--- config.mk ---
export PLATFORM = sky130hd
export DESIGN_NAME = sector_err_agg
export DESIGN_NICKNAME = d
export VERILOG_FILES = /design/src/rtl/sea_pkg.sv /design/src/rtl/sea_count_store.sv /design/src/rtl/sea_lane_pick.sv /design/src/rtl/sea_accum.sv /design/src/rtl/sector_err_agg.sv
export SDC_FILE = /design/constraint.sdc
export NUM_CORES = 1
export LEC_CHECK = 0
export BUFFER_PORTS_ARGS = -buffer_cell sky130_fd_sc_hd__buf_2
export CAP_MARGIN = 20
export CORE_MARGIN = 1
export CORE_UTILIZATION = 25
export DETAILED_ROUTE_END_ITERATION = 12
export PLACE_DENSITY_LB_ADDON = 0.25
export SLEW_MARGIN = 0
export SYNTH_ARGS = -nofsm -noshare
export SYNTH_HDL_FRONTEND = slang
export SYNTH_HIERARCHICAL = 1
export SYNTH_SLANG_ARGS = --single-unit
export TNS_END_PERCENT = 20
--- constraint.sdc ---
create_clock -name clk -period 4.04 [get_ports clk]
set_input_delay 0.808 -clock clk [delete_from_list [all_inputs] [get_ports clk]]
set_output_delay 0.808 -clock clk [all_outputs]
set_load 0.005 [all_outputs]
--- src/rtl/sea_pkg.sv ---
package sea_pkg;

    localparam int WORD_W    = 32;
    localparam int CNT_W_MAX = 8;

    typedef enum logic [1:0] {
        SEA_IDLE,
        SEA_SCAN,
        SEA_FINISH
    } sea_state_e;

    // One extracted sector: marker flag plus the raw count (zero-extended)
    typedef struct packed {
        logic                 bad;
        logic [CNT_W_MAX-1:0] count;
    } sea_sample_t;

    // Width needed for the corrected-bit sum: every sector at the largest
    // correctable value (all ones minus one)
    function automatic int sum_width(input int sectors, input int field_w);
        return $clog2(sectors * ((1 << field_w) - 2) + 1);
    endfunction

endpackage

--- src/rtl/sea_count_store.sv ---
module sea_count_store #(
    parameter int WORDS  = 8,
    parameter int ADDR_W = 3
) (
    input  logic                       clk,
    input  logic                       rst,
    input  logic                       wr_en,
    input  logic [ADDR_W-1:0]          wr_addr,
    input  logic [sea_pkg::WORD_W-1:0] wr_data,
    input  logic [ADDR_W-1:0]          rd_addr,
    output logic [sea_pkg::WORD_W-1:0] rd_data
);

    logic [sea_pkg::WORD_W-1:0] mem [WORDS];

    always_ff @(posedge clk) begin
        if (rst) begin
            for (int w = 0; w < WORDS; w++) begin
                mem[w] <= '0;
            end
        end else if (wr_en) begin
            mem[wr_addr] <= wr_data;
        end
    end

    assign rd_data = mem[rd_addr];

endmodule

--- src/rtl/sea_lane_pick.sv ---
module sea_lane_pick #(
    parameter int LANES      = 4,
    parameter int FIELD_W    = 6,
    parameter int LANE_PITCH = 8,
    parameter int LSEL_W     = 2
) (
    input  logic [sea_pkg::WORD_W-1:0] word,
    input  logic [LSEL_W-1:0]          lane,
    output sea_pkg::sea_sample_t       sample
);

    logic [FIELD_W-1:0] fields [LANES];
    logic [FIELD_W-1:0] picked;
    logic               unused_word;

    for (genvar l = 0; l < LANES; l++) begin : g_lane
        assign fields[l] = word[l*LANE_PITCH +: FIELD_W];
    end

    assign picked       = fields[lane];
    assign sample.bad   = &picked;
    assign sample.count = sea_pkg::CNT_W_MAX'(picked);
    assign unused_word  = ^word;

endmodule

--- src/rtl/sea_accum.sv ---
module sea_accum #(
    parameter int FIELD_W = 6,
    parameter int SUM_W   = 11,
    parameter int FAIL_W  = 6
) (
    input  logic                 clk,
    input  logic                 rst,
    input  logic                 clr,
    input  logic                 en,
    input  sea_pkg::sea_sample_t sample,
    output logic [SUM_W-1:0]     sum,
    output logic [FAIL_W-1:0]    fails,
    output logic [FIELD_W-1:0]   worst
);

    logic [FIELD_W-1:0] cnt;
    logic               unused_hi;

    assign cnt       = sample.count[FIELD_W-1:0];
    assign unused_hi = ^sample.count;

    always_ff @(posedge clk) begin
        if (rst || clr) begin
            sum   <= '0;
            fails <= '0;
            worst <= '0;
        end else if (en) begin
            if (sample.bad) begin
                fails <= fails + FAIL_W'(1);
            end else begin
                sum <= sum + SUM_W'(cnt);
                if (cnt > worst) begin
                    worst <= cnt;
                end
            end
        end
    end

endmodule

--- src/rtl/sector_err_agg.sv ---
module sector_err_agg #(
    parameter int FIELD_W      = 6,
    parameter int LANE_PITCH   = 8,
    parameter int LANES        = 4,
    parameter int MAX_SECTORS  = 32,
    localparam int WORDS   = MAX_SECTORS / LANES,
    localparam int WADDR_W = (WORDS > 1) ? $clog2(WORDS) : 1,
    localparam int LSEL_W  = (LANES > 1) ? $clog2(LANES) : 1,
    localparam int IDX_W   = $clog2(MAX_SECTORS),
    localparam int N_W     = $clog2(MAX_SECTORS + 1),
    localparam int SUM_W   = sea_pkg::sum_width(MAX_SECTORS, FIELD_W),
    localparam int FAIL_W  = N_W
) (
    input  logic                       clk,
    input  logic                       rst,
    input  logic                       start,
    input  logic [N_W-1:0]             sector_count,
    input  logic                       wr_en,
    input  logic [WADDR_W-1:0]         wr_addr,
    input  logic [sea_pkg::WORD_W-1:0] wr_data,
    output logic [SUM_W-1:0]           corrected_total,
    output logic [FAIL_W-1:0]          fail_total,
    output logic [FIELD_W-1:0]         max_flips,
    output logic                       done
);

    import sea_pkg::*;

    sea_state_e                state;
    logic [IDX_W-1:0]          idx;
    logic [IDX_W-1:0]          last;
    logic                      busy;
    logic                      accept;
    logic [N_W-1:0]            n_clamped;
    logic [N_W-1:0]            n_minus;
    logic                      unused_nm;
    logic [WORD_W-1:0]         rd_word;
    logic [WADDR_W-1:0]        rd_addr;
    logic [LSEL_W-1:0]         lane;
    sea_sample_t               sample;

    assign busy      = (state != SEA_IDLE);
    assign accept    = start && !busy;
    assign n_clamped = (sector_count > N_W'(MAX_SECTORS)) ? N_W'(MAX_SECTORS) : sector_count;
    assign n_minus   = n_clamped - N_W'(1);
    assign unused_nm = ^n_minus;

    if (LANES > 1) begin : g_multi_lane
        assign rd_addr = WADDR_W'(idx >> LSEL_W);
        assign lane    = idx[LSEL_W-1:0];
    end else begin : g_single_lane
        assign rd_addr = WADDR_W'(idx);
        assign lane    = '0;
    end

    always_ff @(posedge clk) begin
        if (rst) begin
            state <= SEA_IDLE;
            idx   <= '0;
            last  <= '0;
            done  <= 1'b0;
        end else begin
            done <= 1'b0;
            unique case (state)
                SEA_IDLE: begin
                    if (accept) begin
                        idx   <= '0;
                        last  <= n_minus[IDX_W-1:0];
                        state <= (n_clamped == '0) ? SEA_FINISH : SEA_SCAN;
                    end
                end
                SEA_SCAN: begin
                    idx <= idx + IDX_W'(1);
                    if (idx == last) begin
                        state <= SEA_FINISH;
                    end
                end
                SEA_FINISH: begin
                    done  <= 1'b1;
                    state <= SEA_IDLE;
                end
                default: state <= SEA_IDLE;
            endcase
        end
    end

    sea_count_store #(
        .WORDS  (WORDS),
        .ADDR_W (WADDR_W)
    ) u_store (
        .clk     (clk),
        .rst     (rst),
        .wr_en   (wr_en),
        .wr_addr (wr_addr),
        .wr_data (wr_data),
        .rd_addr (rd_addr),
        .rd_data (rd_word)
    );

    sea_lane_pick #(
        .LANES      (LANES),
        .FIELD_W    (FIELD_W),
        .LANE_PITCH (LANE_PITCH),
        .LSEL_W     (LSEL_W)
    ) u_pick (
        .word   (rd_word),
        .lane   (lane),
        .sample (sample)
    );

    sea_accum #(
        .FIELD_W (FIELD_W),
        .SUM_W   (SUM_W),
        .FAIL_W  (FAIL_W)
    ) u_accum (
        .clk    (clk),
        .rst    (rst),
        .clr    (accept),
        .en     (state == SEA_SCAN),
        .sample (sample),
        .sum    (corrected_total),
        .fails  (fail_total),
        .worst  (max_flips)
    );

endmodule

==> results.cfg, run 1 <==
[clock_tree]
ctsHtreeMaxLevel = 1
cts_resized = 0
worstSkewPairLatency_ns = 0.56
path_clk_slew_ns = 0.06
root_buffer = clkbuf_16
post_cts_buffers = 0
cts_tree = built
cts_hold_buf = 0
clock_sink_count = 228
numCtsBuffers = 26
cts_max_path_buffers = 3

[sta]
finalSetupViolCount = 0
slew_viol_final = 0
min_period_ns = 3.73
hold_viol_final = 0
post-route-period-util_pct = 92.4
hold_ws_ns = 0.481
finalSetupTns_ns = 0
worst_slack_ns = 0.308
relSlewSlack_pct = 31.9
maxClockFrequency_mhz = 268
rsz0062_at_grt = no
worstMarginPinSlew_ns = 1.02
skew_ns = 0.0303

[critical_path]
end_kind = flip-flop
required_ns = 4.50
path_cells = buf_12, buf_4, mux4_2, mux2_2, mux4_2, ha_1, nand4_1, a21oi_1, o311a_1, nand3_1, o31ai_2
r2r_cells = 11
cp-start-kind = flip-flop
path_max_fanout = 12
path_class = reg -> reg
path_common_cell = mux4_2
crit_buf_inv = 2
max_stage_delay_ns = 0.56
cp.arrival_ns = 4.19
cp_num_cells = 11
crit_slowest_cell = mux4_2
rrSetupSlack_ns = 0.31
cpLargestDelayFamily = multiplexers

[global_route]
grt_max_degree = 89
grt_pass1_wl_um = 44900
gr-total-overflow = 0
antenna_found_initial = 0
grtUsageTotal_pct = 13.3
grt_pass1_vias = 7013

[final_layout]
stdcell_count = 1456
multiInputGateArea_mm2 = 0.00402
seqCellArea_mm2 = 0.00649
mostFrequentLayoutCells = 196 x nor3_1, 192 x edfxtp_1, 60 x buf_2
drive_above_1_share_pct = 24.6
final_util_pct = 29.7
final_net_count = 914
postLayoutCellArea_mm2 = 0.0129
num_antenna_cells = 0
syn2layout_area_growth_pct = 16.2
nFillCells = 4457
final_common_cell = nor3_1

[die]
initial_utilization_pct = 25.5
rows = 76
die_w_um = 212
ios = 69
die_h_um = 212
core_area_mm2 = 0.0434
design.die.area_mm2 = 0.0451

[routing]
vias = 6960
routed_wl_um = 29400
drt_iter0_drc = 430
dr.pass1.iters = 5
remaining_drc_errors = 0
wl_per_cell_um = 20.2
viasPerCell = 4.78
ant_nets = 0

[placement]
globalplace.congestion = 0.742
dp.cells = 1409
dp_hpwl_um = 17900
port_buffers = 60
pre_cts_ws_ns = 0.294
place_area_mm2 = 0.0120

[pwr]
power_density_mw_per_mm2 = 455
design_power_total_mw = 5.85
p_leak_nw = 4.14
peakVddDrop_mv = 0.266

[synth]
syn_nets = 873
synth_area_mm2 = 0.0111
syn_inst = 811
yosysWarnings = 6
avgSynthCellArea_um2 = 13.7

[worst_hold_path]
hold_class = reg -> reg
min_path_cells = 2

[run]
maxCapViolCount = 0

[status]
status = completed
==> layout make-up <==
class | count | share of cell area (%)
flip-flops and latches | 228 | 50.5
clock inverters | 7 | 0.671
repair buffers | 96 | 4.92
inverters | 38 | 1.15
multi-input cells | 462 | 31.2
clock buffers | 40 | 5.88
well taps | 585 | 5.69
==> final timing paths <==
check                endpoint      startpoint
max          u_accum/worst[1]          idx[2]
min            u_accum/sum[0]  u_accum/sum[0]
max reg2reg  u_accum/worst[1]          idx[2]
min reg2reg    u_accum/sum[0]  u_accum/sum[0]
==> power breakdown <==
part           switching (mW)  total (mW)  internal (mW)
Combinational           0.474       0.758          0.283
Clock                   0.961        2.32           1.36
Sequential             0.0684        2.78           2.71
Total                    1.50        5.85           4.35
==> worst reg2reg max path, stage by stage (launching register included) <==
cell and delay [ns]:
dfxtp_4 0.47, buf_12 0.19, buf_4 0.19, mux4_2 0.52
mux2_2 0.33, mux4_2 0.56, ha_1 0.37, nand4_1 0.13
a21oi_1 0.14, o311a_1 0.50, nand3_1 0.17, o31ai_2 0.09
==> sequential cells by signal, indices dropped and copies added (netlist names) <==
name,count
last,5
idx,5
u_store/mem,192
u_accum/sum,11
state,2
u_accum/fails,6
u_accum/worst,6
done,1
==> per-layer routing <==
metal  vias to the layer above  track usage, %  share of wire [%]
li1                       3218               -                  -
met1                      3531            18.6                 47
met2                       171            21.5                 47
met3                        40            2.07                4.6
met4                         0            2.93                1.8
met5                         -               0                  0
No activity file was read; power rests on OpenSTA's default activity.
==> run 2, diff against run 1 <==
--- a/config.mk
+++ b/config.mk
@@ -7,6 +7,8 @@
 export LEC_CHECK = 0
 export BUFFER_PORTS_ARGS = -buffer_cell sky130_fd_sc_hd__buf_2
 export CAP_MARGIN = 20
+export CELL_PAD_IN_SITES_DETAIL_PLACEMENT = 0
+export CELL_PAD_IN_SITES_GLOBAL_PLACEMENT = 2
 export CORE_MARGIN = 1
 export CORE_UTILIZATION = 25
 export DETAILED_ROUTE_END_ITERATION = 12
==> results.cfg, run 2 (synthesis gave the netlist of run 1 again) <==
[die]
ios = 69
die_w_um = 212
core_area_mm2 = 0.0434
initial_utilization_pct = 25.5
die_h_um = 212
design.die.area_mm2 = 0.0451
rows = 76

[final_layout]
num_antenna_cells = 0
nFillCells = 4462
top_register = u_store/mem
multiInputGateArea_mm2 = 0.00406
reg_top3 = u_store/mem (192), u_accum/sum (11)
syn2layout_area_growth_pct = 16.9
drive_above_1_share_pct = 24.5
mostFrequentLayoutCells = 196 x nor3_1, 192 x edfxtp_1, 60 x buf_2
final_net_count = 910
final_common_cell = nor3_1
final_util_pct = 29.9
stdcell_count = 1453
seqCellArea_mm2 = 0.00649
largest_register_ffs = 192

[pwr]
power_density_mw_per_mm2 = 466
internal_power_mw = 4.50
comb_power_share_pct = 12.6
clkPwrFrac_pct = 41.2
peakVddDrop_mv = 0.252
p_leak_nw = 4.16
pwr-share-seq_pct = 46.2
p_sw_mw = 1.53
swShare_pct = 25.4

[sta]
worstMarginPinSlew_ns = 0.762
hold_ws_ns = 0.479
finalSetupTns_ns = 0
worst_slack_ns = 0.359
skew_ns = 0.0224
slew_viol_final = 0
relSlewSlack_pct = 49.2
hold_viol_final = 0
post-route-period-util_pct = 91.1
rsz0062_at_grt = no
min_period_ns = 3.68
finalSetupViolCount = 0
maxClockFrequency_mhz = 272

[routing]
viasPerCell = 4.71
vias = 6841
ant_nets = 0
remaining_drc_errors = 0
wl_per_cell_um = 20.7
dr.pass1.iters = 4
drt_iter0_drc = 328
routed_wl_um = 30100

[global_route]
grtUsageTotal_pct = 13.7
grt_pass1_wl_um = 45900
grt_max_degree = 69
grt_use_met3_pct = 1.88
grtUsageMet1_pct = 18.6
antenna_found_initial = 0
grt_pass1_vias = 7205
gr-total-overflow = 0
grt_use_met2_pct = 22.9
top_usage_layer = met2

[clock_tree]
worstSkewPairLatency_ns = 0.56
post_cts_buffers = 0
cts_hold_buf = 0
numCtsBuffers = 27
cts_tree = built
root_buffer = clkbuf_16
path_clk_slew_ns = 0.06
ctsHtreeMaxLevel = 1
cts_max_path_buffers = 3
clock_sink_count = 228
cts_resized = 0

[placement]
port_buffers = 60
globalplace.congestion = 0.711
dp.cells = 1404
pre_cts_ws_ns = 0.350
dp_hpwl_um = 18200

[critical_path]
end_kind = flip-flop
path_max_fanout = 15
critPathLaunch = idx[2]
cp.arrival_ns = 4.10
path_class = reg -> reg
cp-start-kind = flip-flop
r2r_start = idx[2]
required_ns = 4.46

[worst_hold_path]
hold_class = reg -> reg
hold_start = u_accum/fails[5]

[status]
status = completed

[run]
maxCapViolCount = 0
[run 2: changes by cell type in the layout (fill, tap and decap cells not counted), moves of 2 or more]
| cell | delta |
|---|---|
| clkinv_2 | +2 |
| o21bai_2 | -6 |
| o21bai_4 | +6 |
| clkinv_1 | +2 |
| clkbuf_1 | -4 |
| bufinv_16 | +2 |
| buf_4 | -6 |
[run 2: final timing paths]
path,slack [ns],cells past startpoint,to
worst max-delay path,0.36,12,u_accum/sum[6]
worst min-delay path,0.48,2,u_accum/fails[5]
worst max register to register,0.36,12,u_accum/sum[6]
worst min register to register,0.48,2,u_accum/fails[5]
[run 2: critical path, stage by stage, from the launching register on]
cell,delay (ns)
dfxtp_4,0.50
buf_12,0.22
mux4_1,0.55
mux2_4,0.27
mux4_2,0.52
ha_1,0.27
inv_1,0.08
fa_1,0.18
and2b_1,0.22
o31ai_2,0.37
a211oi_1,0.16
xnor2_1,0.16
nor2_1,0.05
[run 2: power groups by stage]
| stage | combinational (mW) | sequential, mW | clock [mW] |
|---|---|---|---|
| after floorplan | 0.528 | 2.81 | 0 |
| after global placement | 0.771 | 2.84 | 0 |
| after detailed placement | 0.771 | 2.84 | 0 |
| after CTS | 0.774 | 2.79 | 2.56 |
| after global routing | 0.846 | 2.81 | 2.64 |
| final | 0.757 | 2.79 | 2.48 |
[run 2: cell type report]
cell class                 instances  share of cell area (%)
clock inverter                    13                    1.20
tap                              585                    5.65
timing repair buffer              91                    4.70
inverter                          38                    1.14
sequential                       228                    50.1
clock buffer                      36                    5.82
multi-input combinational        462                    31.4
[run 2: routing by layer]
layer	wire length [um]	vias to the layer above
met5	0	-
met4	678	0
met3	1380	47
met2	14200	142
met1	13800	3452
li1	-	3200
[run 2: stage by stage]
step | instance area (um^2) | power (mW)
after floorplan | 11100 | 3.34
after global placement | 12000 | 3.61
after detailed placement | 12000 | 3.61
after CTS | 12900 | 6.13
after global routing | 12900 | 6.29
final | 12900 | 6.03
==> run 3, diff against run 2 <==
==> constraint.sdc (replaced) <==
create_clock -name clk -period 4.45 [get_ports clk]
set_input_delay 0.89 -clock clk [delete_from_list [all_inputs] [get_ports clk]]
set_output_delay 0.89 -clock clk [all_outputs]
set_load 0.005 [all_outputs]
==> results.cfg, run 3 (synthesis gave the netlist of run 1 again) <==
[placement]
place_area_mm2 = 0.0120
pre_cts_ws_ns = 0.504
globalplace.congestion = 0.717
dp_hpwl_um = 18900
port_buffers = 60

[global_route]
grt_pass1_wl_um = 47000
antenna_found_initial = 0
grtUsageMet1_pct = 19.4
gr-total-overflow = 0
grt_max_degree = 69
top_usage_layer = met2
grt_use_met3_pct = 2.07
grtUsageTotal_pct = 14.1
grt_use_met2_pct = 23.4
grt_pass1_vias = 7117

[run]
maxCapViolCount = 0

[final_layout]
final_net_count = 912
seqCellArea_mm2 = 0.00649
num_antenna_cells = 0
final_util_pct = 29.8
nFillCells = 4444
final_common_cell = nor3_1
drive_above_1_share_pct = 24.6
top_register = u_store/mem
postLayoutCellArea_mm2 = 0.0129
multiInputGateArea_mm2 = 0.00406
largest_register_ffs = 192
mostFrequentLayoutCells = 196 x nor3_1, 192 x edfxtp_1, 60 x buf_2
syn2layout_area_growth_pct = 16.6
reg_top3 = u_store/mem (192), u_accum/sum (11)

[sta]
hold_viol_final = 0
worst_slack_ns = 0.561
rsz0062_at_grt = no
skew_ns = 0.0310
finalSetupTns_ns = 0
hold_ws_ns = 0.486
worstMarginPinSlew_ns = 0.822
maxClockFrequency_mhz = 257
relSlewSlack_pct = 45.0
min_period_ns = 3.89
slew_viol_final = 0
post-route-period-util_pct = 87.4
finalSetupViolCount = 0

[worst_hold_path]
hold_start = u_accum/worst[0]
hold_class = reg -> reg
min_to = u_accum/worst[0]
min_path_cells = 2

[critical_path]
worstReg2RegEnd = u_accum/sum[6]
path_class = reg -> reg
required_ns = 4.89
path_cells = buf_12, mux4_1, mux2_4, mux4_2, ha_1, inv_1, fa_1, and2b_1, o31ai_2, a211oi_1, xnor2_1, nor2_1
path_max_fanout = 19
end_kind = flip-flop
cp-start-kind = flip-flop
crit_slowest_cell = dfxtp_4
cp.arrival_ns = 4.33
rrSetupSlack_ns = 0.56
r2r_start = idx[2]
r2r_cells = 12
max_stage_delay_ns = 0.59

[die]
initial_utilization_pct = 25.5
die_w_um = 212
ios = 69
die_h_um = 212
core_area_mm2 = 0.0434
design.die.area_mm2 = 0.0451
rows = 76

[pwr]
peakVddDrop_mv = 0.225
power_density_mw_per_mm2 = 415
p_leak_nw = 4.13

[routing]
viasPerCell = 4.69
wl_per_cell_um = 21.4
dr.pass1.iters = 5
routed_wl_um = 31200
remaining_drc_errors = 0
ant_nets = 0
vias = 6835
drt_iter0_drc = 299

[clock_tree]
numCtsBuffers = 28
cts_hold_buf = 0
worstSkewPairLatency_ns = 0.58
path_clk_slew_ns = 0.06
root_buffer = clkbuf_16
cts_tree = built
ctsHtreeMaxLevel = 1
cts_resized = 0
clock_sink_count = 228
post_cts_buffers = 0
cts_max_path_buffers = 3

[status]
status = completed
==> run 3: cell types whose count changed in the layout (fill, tap and decap cells not counted), moves of 2 or more <==
cell	previous run	this run
clkinvlp_4	0	2
clkinv_1	27	29
bufinv_16	3	0
clkbuf_8	4	2
clkinv_2	5	7
==> run 3: area by class of cell <==
cell class,count,share of cell area (%)
clock buffer,34,5.76
clock inverter,17,0.901
inverter,38,1.14
multi-input combinational,462,31.5
sequential,228,50.3
tap,585,5.67
timing repair buffer,92,4.77
==> run 3: worst max-delay path: cells and delay by family, from the launching register on <==
family                   cells  cell delay [ns]
multiplexers                 3             1.41
flip-flops                   1             0.59
AO/OA/AOI/OAI                2             0.53
adder cells (fa/ha/maj)      2             0.47
buffers and inverters        2             0.31
AND/OR/NAND/NOR              2             0.27
XOR/XNOR                     1             0.16
==> run 3: power by group <==
group          internal (mW)  switching (mW)
Sequential              2.46          0.0691
Combinational          0.260           0.439
Clock                   1.19           0.943
==> run 3: worst max-delay path by stage <==
stage | startpoint | endpoint | slack (ns) | cells past startpoint
2_1_floorplan | idx[2] | u_accum/sum[6] | 1.04 | 13
3_3_place_gp | idx[2] | u_accum/sum[6] | 0.48 | 12
3_5_place_dp | idx[2] | u_accum/sum[6] | 0.50 | 12
4_1_cts | idx[2] | u_accum/sum[6] | 0.49 | 12
5_1_grt | idx[2] | u_accum/sum[6] | 0.35 | 12
6_report | idx[2] | u_accum/sum[6] | 0.56 | 12
==> run 3: layer usage <==
layer	up-vias	wire length (um)	share of wire [%]
met3	40	1200	3.8
met4	0	634	2.0
met2	149	14800	48
li1	3202	-	-
met1	3444	14500	47
met5	-	0	0
==> run 3: metrics by stage <==
stage	power [mW]	cells
floorplan	3.03	811
global placement	3.28	1405
detailed placement	3.28	1405
CTS	5.45	1456
global route	5.59	1456
finish	5.36	1456
